`src/rtl/pps_pkg.sv`:
```
package pps_pkg;
  typedef enum logic [2:0] {
    ST_IDLE, ST_PWR_UP, ST_BL_WAIT, ST_ON, ST_BL_OFF, ST_PWR_DN, ST_CYCLE
  } seq_state_e;

  localparam logic [15:0] UNLOCK_KEY = 16'hABCD;
  localparam int DLY_W = 13;
  localparam int CYC_W = 5;

  localparam logic [2:0] A_CTRL   = 3'd0;
  localparam logic [2:0] A_STAT   = 3'd1;
  localparam logic [2:0] A_ONDLY  = 3'd2;
  localparam logic [2:0] A_OFFDLY = 3'd3;
  localparam logic [2:0] A_CYC    = 3'd4;

  localparam logic [DLY_W-1:0] RST_UP    = 13'd2100;
  localparam logic [DLY_W-1:0] RST_BLON  = 13'd500;
  localparam logic [DLY_W-1:0] RST_DN    = 13'd5000;
  localparam logic [DLY_W-1:0] RST_BLOFF = 13'd500;
  localparam logic [CYC_W-1:0] RST_CYC   = 5'd7;
endpackage

```
`src/rtl/pps_timer.sv`:
```
module pps_timer #(
  parameter int TICK_CLKS  = 10000,
  parameter int LONG_TICKS = 1000,
  parameter int CNT_W      = 13
) (
  input  logic             clk,
  input  logic             rst_n,
  input  logic             load,
  input  logic             long_unit,
  input  logic [CNT_W-1:0] load_val,
  output logic             expired
);
  localparam int PRE_W = $clog2(TICK_CLKS + 1);
  localparam int LNG_W = $clog2(LONG_TICKS + 1);

  logic [PRE_W-1:0] pre_q, pre_d;
  logic [LNG_W-1:0] lng_q, lng_d;
  logic [CNT_W-1:0] cnt_q, cnt_d;
  logic             unit_q, unit_d;
  logic             tick, lwrap, step;

  assign tick    = (pre_q == PRE_W'(TICK_CLKS - 1));
  assign lwrap   = tick && (lng_q == LNG_W'(LONG_TICKS - 1));
  assign step    = unit_q ? lwrap : tick;
  assign expired = (cnt_q == '0);

  always_comb begin
    pre_d  = tick ? '0 : pre_q + 1'b1;
    lng_d  = tick ? (lwrap ? '0 : lng_q + 1'b1) : lng_q;
    cnt_d  = (step && !expired) ? cnt_q - 1'b1 : cnt_q;
    unit_d = unit_q;
    if (load) begin
      pre_d  = '0;
      lng_d  = '0;
      cnt_d  = load_val;
      unit_d = long_unit;
    end
  end

  always_ff @(posedge clk or negedge rst_n) begin
    if (!rst_n) begin
      pre_q  <= '0;
      lng_q  <= '0;
      cnt_q  <= '0;
      unit_q <= 1'b0;
    end else begin
      pre_q  <= pre_d;
      lng_q  <= lng_d;
      cnt_q  <= cnt_d;
      unit_q <= unit_d;
    end
  end

  // between loads the remaining count only holds or steps down by one
  p_count_down_r4: assert property (@(posedge clk) disable iff (!rst_n)
    !load |=> (cnt_q == $past(cnt_q)) || (cnt_q == $past(cnt_q) - 1'b1));
endmodule

```
`src/rtl/pps_regs.sv`:
```
module pps_regs
  import pps_pkg::*;
(
  input  logic             clk,
  input  logic             rst_n,
  input  logic             bus_sel,
  input  logic             bus_wr,
  input  logic [2:0]       bus_addr,
  input  logic [31:0]      bus_wdata,
  input  logic [31:0]      stat_word,
  output logic [31:0]      bus_rdata,
  output logic             on_req,
  output logic             bl_req,
  output logic             vdd_ovr,
  output logic [DLY_W-1:0] dly_up,
  output logic [DLY_W-1:0] dly_blon,
  output logic [DLY_W-1:0] dly_dn,
  output logic [DLY_W-1:0] dly_bloff,
  output logic [CYC_W-1:0] cyc_code
);
  logic [3:0] ctrl_q;
  logic [DLY_W-1:0] up_q, blon_q, dn_q, bloff_q;
  logic [CYC_W-1:0] cyc_q;
  logic wr_any, wr_ctrl, wr_on, wr_off, wr_cyc;
  logic unused_bits;

  assign wr_any  = bus_sel && bus_wr;
  assign wr_ctrl = wr_any && (bus_addr == A_CTRL) && (bus_wdata[31:16] == UNLOCK_KEY);
  assign wr_on   = wr_any && (bus_addr == A_ONDLY);
  assign wr_off  = wr_any && (bus_addr == A_OFFDLY);
  assign wr_cyc  = wr_any && (bus_addr == A_CYC);
  assign unused_bits = ^{bus_wdata[15:13], bus_wdata[31:29], bus_wdata[12:5]};

  always_ff @(posedge clk or negedge rst_n) begin
    if (!rst_n) begin
      ctrl_q  <= '0;
      up_q    <= RST_UP;
      blon_q  <= RST_BLON;
      dn_q    <= RST_DN;
      bloff_q <= RST_BLOFF;
      cyc_q   <= RST_CYC;
    end else begin
      if (wr_ctrl) ctrl_q <= bus_wdata[3:0];
      if (wr_on) begin
        up_q   <= bus_wdata[28:16];
        blon_q <= bus_wdata[12:0];
      end
      if (wr_off) begin
        dn_q    <= bus_wdata[28:16];
        bloff_q <= bus_wdata[12:0];
      end
      if (wr_cyc) cyc_q <= bus_wdata[4:0];
    end
  end

  always_comb begin
    case (bus_addr)
      A_CTRL:   bus_rdata = {28'd0, ctrl_q};
      A_STAT:   bus_rdata = stat_word;
      A_ONDLY:  bus_rdata = {3'd0, up_q, 3'd0, blon_q};
      A_OFFDLY: bus_rdata = {3'd0, dn_q, 3'd0, bloff_q};
      A_CYC:    bus_rdata = {27'd0, cyc_q};
      default:  bus_rdata = '0;
    endcase
  end

  assign on_req    = ctrl_q[0];
  assign bl_req    = ctrl_q[2];
  assign vdd_ovr   = ctrl_q[3];
  assign dly_up    = up_q;
  assign dly_blon  = blon_q;
  assign dly_dn    = dn_q;
  assign dly_bloff = bloff_q;
  assign cyc_code  = cyc_q;

  // a control write without the key leaves every control bit alone
  p_key_guard_r2: assert property (@(posedge clk) disable iff (!rst_n)
    (bus_sel && bus_wr && bus_addr == A_CTRL && bus_wdata[31:16] != UNLOCK_KEY)
      |=> $stable(ctrl_q));
endmodule

```
`src/rtl/pps_fsm.sv`:
```
module pps_fsm
  import pps_pkg::*;
(
  input  logic             clk,
  input  logic             rst_n,
  input  logic             want_on,
  input  logic [DLY_W-1:0] dly_up,
  input  logic [DLY_W-1:0] dly_blon,
  input  logic [DLY_W-1:0] dly_dn,
  input  logic [DLY_W-1:0] dly_bloff,
  input  logic [CYC_W-1:0] cyc_code,
  input  logic             tmr_expired,
  output logic             tmr_load,
  output logic             tmr_long,
  output logic [DLY_W-1:0] tmr_val,
  output logic             seq_vdd,
  output logic             full_on,
  output logic [1:0]       progress,
  output logic             cyc_active
);
  seq_state_e state_q, state_d;
  logic [DLY_W-1:0] cyc_units;

  assign cyc_units = (cyc_code > 5'd1) ? DLY_W'(cyc_code - 5'd1) : '0;

  always_comb begin
    state_d = state_q;
    case (state_q)
      ST_IDLE:    if (want_on) state_d = ST_PWR_UP;
      ST_PWR_UP:  if (!want_on) state_d = ST_PWR_DN;
                  else if (tmr_expired) state_d = ST_BL_WAIT;
      ST_BL_WAIT: if (!want_on) state_d = ST_PWR_DN;
                  else if (tmr_expired) state_d = ST_ON;
      ST_ON:      if (!want_on) state_d = ST_BL_OFF;
      ST_BL_OFF:  if (tmr_expired) state_d = ST_PWR_DN;
      ST_PWR_DN:  if (tmr_expired) state_d = ST_CYCLE;
      ST_CYCLE:   if (tmr_expired) state_d = ST_IDLE;
      default:    state_d = ST_IDLE;
    endcase
  end

  always_comb begin
    tmr_load = (state_d != state_q);
    tmr_long = (state_d == ST_CYCLE);
    case (state_d)
      ST_PWR_UP:  tmr_val = dly_up;
      ST_BL_WAIT: tmr_val = dly_blon;
      ST_BL_OFF:  tmr_val = dly_bloff;
      ST_PWR_DN:  tmr_val = dly_dn;
      ST_CYCLE:   tmr_val = cyc_units;
      default:    tmr_val = '0;
    endcase
  end

  always_ff @(posedge clk or negedge rst_n) begin
    if (!rst_n) state_q <= ST_IDLE;
    else        state_q <= state_d;
  end

  assign seq_vdd    = (state_q == ST_PWR_UP) || (state_q == ST_BL_WAIT) ||
                      (state_q == ST_ON)     || (state_q == ST_BL_OFF);
  assign full_on    = (state_q == ST_ON);
  assign cyc_active = (state_q == ST_CYCLE);
  assign progress   = ((state_q == ST_PWR_UP) || (state_q == ST_BL_WAIT)) ? 2'b01 :
                      ((state_q == ST_BL_OFF) || (state_q == ST_PWR_DN))  ? 2'b10 : 2'b00;

  // the minimum off time is never left before the timer expires
  p_cycle_hold_r8: assert property (@(posedge clk) disable iff (!rst_n)
    (state_q == ST_CYCLE && !tmr_expired) |=> (state_q == ST_CYCLE));

  // a dropped request during power-up goes straight to power-down
  p_abort_r9: assert property (@(posedge clk) disable iff (!rst_n)
    ((state_q == ST_PWR_UP || state_q == ST_BL_WAIT) && !want_on)
      |=> (state_q == ST_PWR_DN));

  // the direction code never shows both bits
  p_progress_code_r7: assert property (@(posedge clk) disable iff (!rst_n)
    $onehot0(progress));
endmodule

```
`src/rtl/panel_pwr_seq.sv`:
```
module panel_pwr_seq
  import pps_pkg::*;
#(
  parameter int TICK_CLKS  = 10000,
  parameter int LONG_TICKS = 1000
) (
  input  logic        clk,
  input  logic        rst_n,
  input  logic        bus_sel,
  input  logic        bus_wr,
  input  logic [2:0]  bus_addr,
  input  logic [31:0] bus_wdata,
  output logic [31:0] bus_rdata,
  output logic        vdd_en,
  output logic        bl_en
);
  logic on_req, bl_req, vdd_ovr;
  logic [DLY_W-1:0] dly_up, dly_blon, dly_dn, dly_bloff, tmr_val;
  logic [CYC_W-1:0] cyc_code;
  logic tmr_load, tmr_long, tmr_expired;
  logic seq_vdd, full_on, cyc_active;
  logic [1:0] progress;
  logic [31:0] stat_word;

  assign stat_word = {full_on, 1'b0, progress, cyc_active, 27'd0};

  pps_regs u_regs (
    .clk(clk), .rst_n(rst_n), .bus_sel(bus_sel), .bus_wr(bus_wr),
    .bus_addr(bus_addr), .bus_wdata(bus_wdata), .stat_word(stat_word),
    .bus_rdata(bus_rdata), .on_req(on_req), .bl_req(bl_req), .vdd_ovr(vdd_ovr),
    .dly_up(dly_up), .dly_blon(dly_blon), .dly_dn(dly_dn),
    .dly_bloff(dly_bloff), .cyc_code(cyc_code)
  );

  pps_fsm u_fsm (
    .clk(clk), .rst_n(rst_n), .want_on(on_req),
    .dly_up(dly_up), .dly_blon(dly_blon), .dly_dn(dly_dn),
    .dly_bloff(dly_bloff), .cyc_code(cyc_code), .tmr_expired(tmr_expired),
    .tmr_load(tmr_load), .tmr_long(tmr_long), .tmr_val(tmr_val),
    .seq_vdd(seq_vdd), .full_on(full_on), .progress(progress),
    .cyc_active(cyc_active)
  );

  pps_timer #(.TICK_CLKS(TICK_CLKS), .LONG_TICKS(LONG_TICKS), .CNT_W(DLY_W)) u_timer (
    .clk(clk), .rst_n(rst_n), .load(tmr_load), .long_unit(tmr_long),
    .load_val(tmr_val), .expired(tmr_expired)
  );

  assign vdd_en = seq_vdd || vdd_ovr;
  assign bl_en  = full_on && bl_req;

  // the backlight never runs without panel supply
  p_bl_needs_vdd_r5: assert property (@(posedge clk) disable iff (!rst_n)
    bl_en |-> vdd_en);

  // the backlight is already off in the cycle before the sequenced supply drops
  p_bl_first_r6: assert property (@(posedge clk) disable iff (!rst_n)
    $fell(seq_vdd) |-> !$past(bl_en));
endmodule

```
`config.mk`:
```
export PLATFORM = sky130hd
export DESIGN_NAME = panel_pwr_seq
export DESIGN_NICKNAME = d
export VERILOG_FILES = /design/src/rtl/pps_pkg.sv /design/src/rtl/pps_timer.sv /design/src/rtl/pps_regs.sv /design/src/rtl/pps_fsm.sv /design/src/rtl/panel_pwr_seq.sv
export SDC_FILE = /design/constraint.sdc
export NUM_CORES = 1
export LEC_CHECK = 0
export BUFFER_PORTS_ARGS = -buffer_cell sky130_fd_sc_hd__buf_2
export CORE_ASPECT_RATIO = 1.25
export CORE_MARGIN = 2
export CORE_UTILIZATION = 45
export CTS_CLUSTER_DIAMETER = 50
export DETAILED_ROUTE_END_ITERATION = 7
export GPL_ROUTABILITY_DRIVEN = 0
export PLACE_DENSITY = 0.67
export RECOVER_POWER = 100
export SLEW_MARGIN = 20
export SYNTH_ARGS = -nofsm -noshare
export SYNTH_HDL_FRONTEND = slang
export SYNTH_HIERARCHICAL = 1
export SYNTH_SLANG_ARGS = --single-unit
```
`constraint.sdc`:
```
create_clock -name clk -period 3.2 [get_ports clk]
set_clock_uncertainty 0.15 [all_clocks]
set_input_delay 0.16 -clock clk [delete_from_list [all_inputs] [get_ports clk]]
set_output_delay 0.16 -clock clk [all_outputs]
set_load 0.02 [all_outputs]
```
# After elaboration in Yosys (flattened, before gate mapping)
# Cells that the tools add are included.
[word_totals] ff_bits=102 input_bits=39 output_inout_bits=34 elab_cells=78
[op_classes] add_sub_neg=4 magnitude_cmp=1 n_eq_ne=19 muxes=23 reduce_logical=20
[op_table] cell="32-bit case mux with 5 select lines" count=1
[op_table] cell="13-bit case mux with 5 select lines" count=1
[op_table] cell="13-bit two-way mux" count=3
[op_table] cell="10-bit two-way mux" count=3
[op_table] cell="14-bit two-way mux" count=2
[op_table] cell="3-bit two-way mux" count=9
[op_table] cell="3-bit == test, second input constant" count=7
[op_table] cell="3-bit case mux with 7 select lines" count=1
[op_table] cell="16-bit == test, second input constant" count=1
[op_table] cell="3-bit by 2-bit == test with 1-bit output, second input constant" count=5
[op_table] cell="14-bit by 1-bit adder with 14-bit output, second input constant" count=1
[op_table] cell="14-bit == test, second input constant" count=1
[op_table] cell="13-bit logical NOT" count=1
[op_table] cell="13-bit by 1-bit subtractor with 13-bit output, second input constant" count=1
[op_table] cell="10-bit by 1-bit adder with 10-bit output, second input constant" count=1
[op_table] cell="10-bit == test, second input constant" count=1
[op_table] cell="3-bit by 1-bit == test with 1-bit output, second input constant" count=3
[op_table] cell="1-bit logical AND" count=9
[op_table] cell="3-bit logical NOT" count=2
[op_table] cell="5-bit by 1-bit subtractor with 6-bit output, second input constant" count=1
[op_table] cell="5-bit by 1-bit > comparator with 1-bit output, second input constant" count=1
[op_table] cell="1-bit logical OR" count=5
[op_table] cell="2-bit two-way mux" count=2
[op_table] cell="2-bit nonzero test" count=2
[op_table] cell="3 further kinds" count=3

# Longest topological paths before layout
[depth] ltp_word=7 depth_mapped=15

# Cells and area by module
# Netlist, hierarchy kept.
[modules_own_cells] mod="pps_regs" instances=1 cells_per_inst=245 area_per_inst_um2=3155.5
[modules_own_cells] mod="pps_timer" instances=1 cells_per_inst=209 area_per_inst_um2=2048.2
[modules_own_cells] mod="pps_fsm" instances=1 cells_per_inst=117 area_per_inst_um2=839.6
[modules_own_cells] mod="panel_pwr_seq" instances=1 cells_per_inst=3 area_per_inst_um2=16.3

# Least setup slack after synthesis
# No wires, ideal clock.
[synth_timing] path_kind="flip-flop to flip-flop" from="reg u_timer.cnt_q[0]" to="reg u_timer.lng_q[9]" setup_time_ps=116 arrival_ps=3004 slack_ps=-70 path_stages_with_launch=16 period_less_slack_ps=3270 path_cell_list="dfrtp_1 -> inv_1 -> ha_1 -> or4b_2 -> nand4b_1 -> inv_1 -> buf_2 -> nor2_1 -> a21oi_1 -> a21oi_1 -> nor3_1 -> buf_6 -> or2_2 -> buf_2 -> nand2_1 -> o311ai_0"
[synth_between] elab_chain_len=6 word_cells_on_any_way=12
[synth_lines] element="start: declaration" line="pps_timer.sv:18" text="logic [CNT_W-1:0] cnt_q, cnt_d;"
[synth_lines] element="start signal: assignment" line="pps_timer.sv:49" text="cnt_q <= cnt_d;"
[synth_lines] element="13-bit logical NOT *" line="pps_timer.sv:25" text="assign expired = (cnt_q == '0);"
[synth_lines] element="via tmr_expired" line="panel_pwr_seq.sv:20" text="logic tmr_load, tmr_long, tmr_expired;"
[synth_lines] element="3-bit two-way mux (on tied branches)" line="pps_fsm.sv:33, pps_fsm.sv:31"
[synth_lines] element="3-bit two-way mux (on tied branches)" line="pps_fsm.sv:32, pps_fsm.sv:30"
[synth_lines] element="3-bit case mux with 7 select lines *" line="pps_fsm.sv:28" text="case (state_q)"
[synth_lines] element="3-bit != test *" line="pps_fsm.sv:43" text="tmr_load = (state_d != state_q);"
[synth_lines] element="via tmr_load" line="panel_pwr_seq.sv:20"
[synth_lines] element="10-bit two-way mux or 2-bit nonzero test (tied branches)"
[synth_lines] element="end signal: assignment" line="pps_timer.sv:48" text="lng_q <= lng_d;"
[synth_lines] element="end: declaration" line="pps_timer.sv:17" text="logic [LNG_W-1:0] lng_q, lng_d;"
# The timed path passes the listed nets; every way through them passes the cells marked *.
# A chain may end at the register's enable or synchronous reset.

# Worst setup path after layout
[layout_timing] from="reg u_timer.cnt_q[0]" to="reg u_timer.cnt_q[4]"
[layout_between] elab_chain_len=7 word_cells_on_any_way=22
[layout_lines] element="13-bit logical NOT *" line="pps_timer.sv:25"
[layout_lines] element="3-bit two-way mux (on tied branches)" line="pps_fsm.sv:33, pps_fsm.sv:31"
[layout_lines] element="3-bit two-way mux (on tied branches)" line="pps_fsm.sv:32, pps_fsm.sv:30"
[layout_lines] element="3-bit case mux with 7 select lines *" line="pps_fsm.sv:28"
[layout_lines] element="3-bit == test, or another cell as far along" line="pps_fsm.sv:45" text="case (state_d)"
[layout_lines] element="13-bit case mux with 5 select lines *" line="pps_fsm.sv:45"
[layout_lines] element="via tmr_val[4]" line="panel_pwr_seq.sv:18" text="logic [DLY_W-1:0] dly_up, dly_blon, dly_dn, dly_bloff, tmr_val;"
[layout_lines] element="13-bit two-way mux *" line="pps_timer.sv:32" text="if (load) begin"
# The timed path passes the listed nets; every way through them passes the cells marked *. The select of a mux whose other input is x is not followed.

==> results.tsv <==
metric	value	unit
Required @ worst endpoint	3290	ps
register area share after synthesis	42.6	%
Internal Power	0.00302	W
WL/cell	17.3	µm
via count	4985	
max-cap viol count	2	
cell class contributing the biggest share of worst-path delay	simple AND/OR/NAND/NOR gates	
global-route wire length before repair	24700	µm
Worst path slowest cell	or4b_4	
global route overflow	0	
multi-input logic area	3320	µm²
Fmax	0.328	GHz
synth-to-layout area growth	19.4	%
Fillers	1206	
reg2reg setup slack	150	ps
Slew Viols, Final	32	
status	complete, but fails checks	
crit-path max FO	6	
Initial Util	46.0	%
clock latency on the worst-skew pair	360	ps
asr flop ratio synth	100	%
cells after synthesis	574	
Core Area	13200	µm²
Area after DPL	6680	µm²
Root Buffer	clkbuf_16	
Longest Clk Path Bufs	2	
Combinational Power Share	32.9	%
die height	134	µm
WP buf/inv	4	
Yosys reg bits	102	
Final #Nets	745	
Post-Synthesis Cell Area	6060	µm²
Reg area	2580	µm²
CP Data Arrival Time	3140	ps
Net Sw Frac	34.4	%
Primary FF master, synth	dfrtp_1	
Syn Area/Cell	10.6	µm²
largest net degree at the start of global routing	57	
Power per Cell Area	637	nW/µm²
Vias/cell	5.69	
number of diodes	0	
Clk pwr share	24.6	%
unrepaired setup endpoints after global routing	no	
H-tree lvl count	3	
Worst slew margin	-10.5	%
VDD IR max	0.000436	V
count of input and output buffers	65	
Psw	0.00159	W
warnings from Yosys	6	
TritonRoute pass-1 iters	8	
final setup fails	0	
Num CTS Buffers	9	
antenna viol nets, final	0	
Sink Count	102	
io pins	73	
GRT Util Overall	21.7	%
DRT iter0 DRCs	347	
critical path class	reg2reg	
Sequential Power Share	42.5	%
reg2reg path depth	13	
Die ar.	14400	µm²
CTS clk-pin slew, worst paths	70	ps
initial antenna violation count	0	
Post-Route WL	15100	µm
cell mode on critical path	buf_4	
Unique masters post-synth	75	
worst-margin pin slew	1660	ps
cell area after layout	7230	µm²
Crit. End Element	register	
Tmin final	3050	ps
hold path depth	4	
Worst path max stage delay	470	ps
HP Class	in2reg	
DP HPWL	10500	µm
Hold Violations, Final	0	
vias in the first global route	4966	
Final Cycle Share	95.3	%
violated checks	capacitance limit, slew limit	
Die W	108	µm
layout cells sized above 1	30.2	%
Setup TNS	0	ps
std cell rows	47	
leakage	3.09	nW
EDFF count, synth	0	
worst-path cell chain	inv_1 > ha_1 > or4b_4 > nand4b_1 > buf_4 > clkinvlp_4 > or3b_4 > a21boi_4 > buf_4 > a22oi_1 > nand3_1 > and2_1 > a311o_2	
CTS tree	yes	
Crit path depth	13	
Worst Setup Start Kind	register	
# DRC	0	
## cells in the mapped netlist, drive strengths merged, types with 9 or more instances
cell | instances | area [µm²]
nor2b | 9 | 56.3
o21ai | 23 | 115
nor2 | 55 | 216
nand2 | 28 | 110
buf | 23 | 169
and2 | 10 | 63.8
clkbuf | 10 | 37.5
and3 | 15 | 96.3
mux2 | 86 | 983
xnor2 | 12 | 105
dfrtp | 78 | 1950
inv | 9 | 33.8
dfstp | 24 | 631
a22oi | 49 | 368
nand3 | 26 | 140
## flip-flops by register name, indices dropped and copies added, names as in the netlist
| name | count |
|---|---|
| u_regs/ctrl_q | 4 |
| u_timer/lng_q | 10 |
| u_fsm/state_q | 3 |
| u_regs/dly_bloff | 13 |
| u_regs/dly_up | 13 |
| u_timer/unit_q | 1 |
| u_regs/cyc_code | 5 |
| u_timer/pre_q | 14 |
| u_timer/cnt_q | 13 |
| u_regs/dly_blon | 13 |
| u_regs/dly_dn | 13 |
## layout by cell type, fill, tap and decap left out, types with 8 or more instances in the layout
cell type,instances
o21ai_0,23
dlygate4sd3_1,27
inv_1,8
xnor2_1,12
nor2b_1,9
conb_1,28
buf_2,34
clkbuf_16,9
a22oi_1,49
buf_4,20
mux2_2,81
dfstp_2,24
clkbuf_1,32
and3_1,13
dfrtp_1,78
nand3_1,24
nand2_1,27
nor2_1,54
## kinds of logic (layout without fill, tap and decap cells)
logic type,Yosys count,after routing,share of synthesized area [%]
AND/OR/NAND/NOR,193,193,18.0
AO/OA/AOI/OAI,121,121,14.5
flip-flops,102,102,42.6
multiplexers,91,91,17.1
buffers and inverters,42,146,3.96
XOR/XNOR,18,18,2.60
adder cells (fa/ha/maj),6,6,1.24
other,1,28,0.0619
## what timing repair did
item	4_1_cts	5_1_grt
setup buffers	3	3
resized for setup	2	2
pin swaps	0	2
endpoints found under the setup margin	2	35
endpoints found under the hold margin	107	0
hold buffers	27	0
gates cloned	1	0
## power by group through the flow
stage               registers [W]  clock network (W)  logic [W]
global route              0.00201            0.00122    0.00167
CTS                       0.00195            0.00116    0.00153
floorplan                 0.00184                  0    0.00116
global placement          0.00195                  0    0.00145
detailed placement        0.00197                  0    0.00149
finish                    0.00196            0.00113    0.00152
## metal layers
metal	global-route usage (%)	routed length, µm	vias up
met4	7.98	305	0
met2	37.9	7880	118
li1	-	-	2358
met5	0	0	-
met1	26.8	6400	2484
met3	3.42	566	25
## final cells by class
| cell class | count | share of cell area [%] |
|---|---|---|
| multi-input combinational | 457 | 45.9 |
| sequential | 102 | 35.7 |
| clock buffer | 10 | 3.30 |
| timing repair inverter | 1 | 0.104 |
| tap | 171 | 2.96 |
| timing repair buffer | 120 | 10.6 |
| inverter | 9 | 0.467 |
| clock inverter | 6 | 0.917 |
## through the flow
stage,util (%),power (W),setup WS [ps],hold WS [ps],std cells
after global routing,54.9,0.00490,1.69,256,876
final,54.9,0.00461,151,250,876
after floorplan,-,0.00300,10.1,-286,601
after detailed placement,50.7,0.00347,21.0,115,826
after CTS,55.3,0.00465,8.08,155,873
after global placement,50.7,0.00340,70.1,109,826
## final timing paths
path,endpoint,startpoint
max in group asynchronous,u_fsm/state_q[0],rst_n
min in group asynchronous,u_timer/unit_q,rst_n
setup / recovery,u_timer/cnt_q[4],u_timer/cnt_q[0]
hold / removal,u_regs/ctrl_q[3],bus_wr
hold reg to reg,u_timer/pre_q[0],u_timer/pre_q[0]
setup reg to reg,u_timer/cnt_q[4],u_timer/cnt_q[0]
## worst register-to-register path, cell delays in order (launching register included)
cell        delay (ps)
dfrtp_1            390
inv_1               80
ha_1               160
or4b_4             470
nand4b_1           180
buf_4              180
clkinvlp_4         120
or3b_4             170
a21boi_4           100
buf_4              180
a22oi_1            140
nand3_1            120
and2_1             170
a311o_2            340
Note: power is estimated with default switching activity, not from simulation.
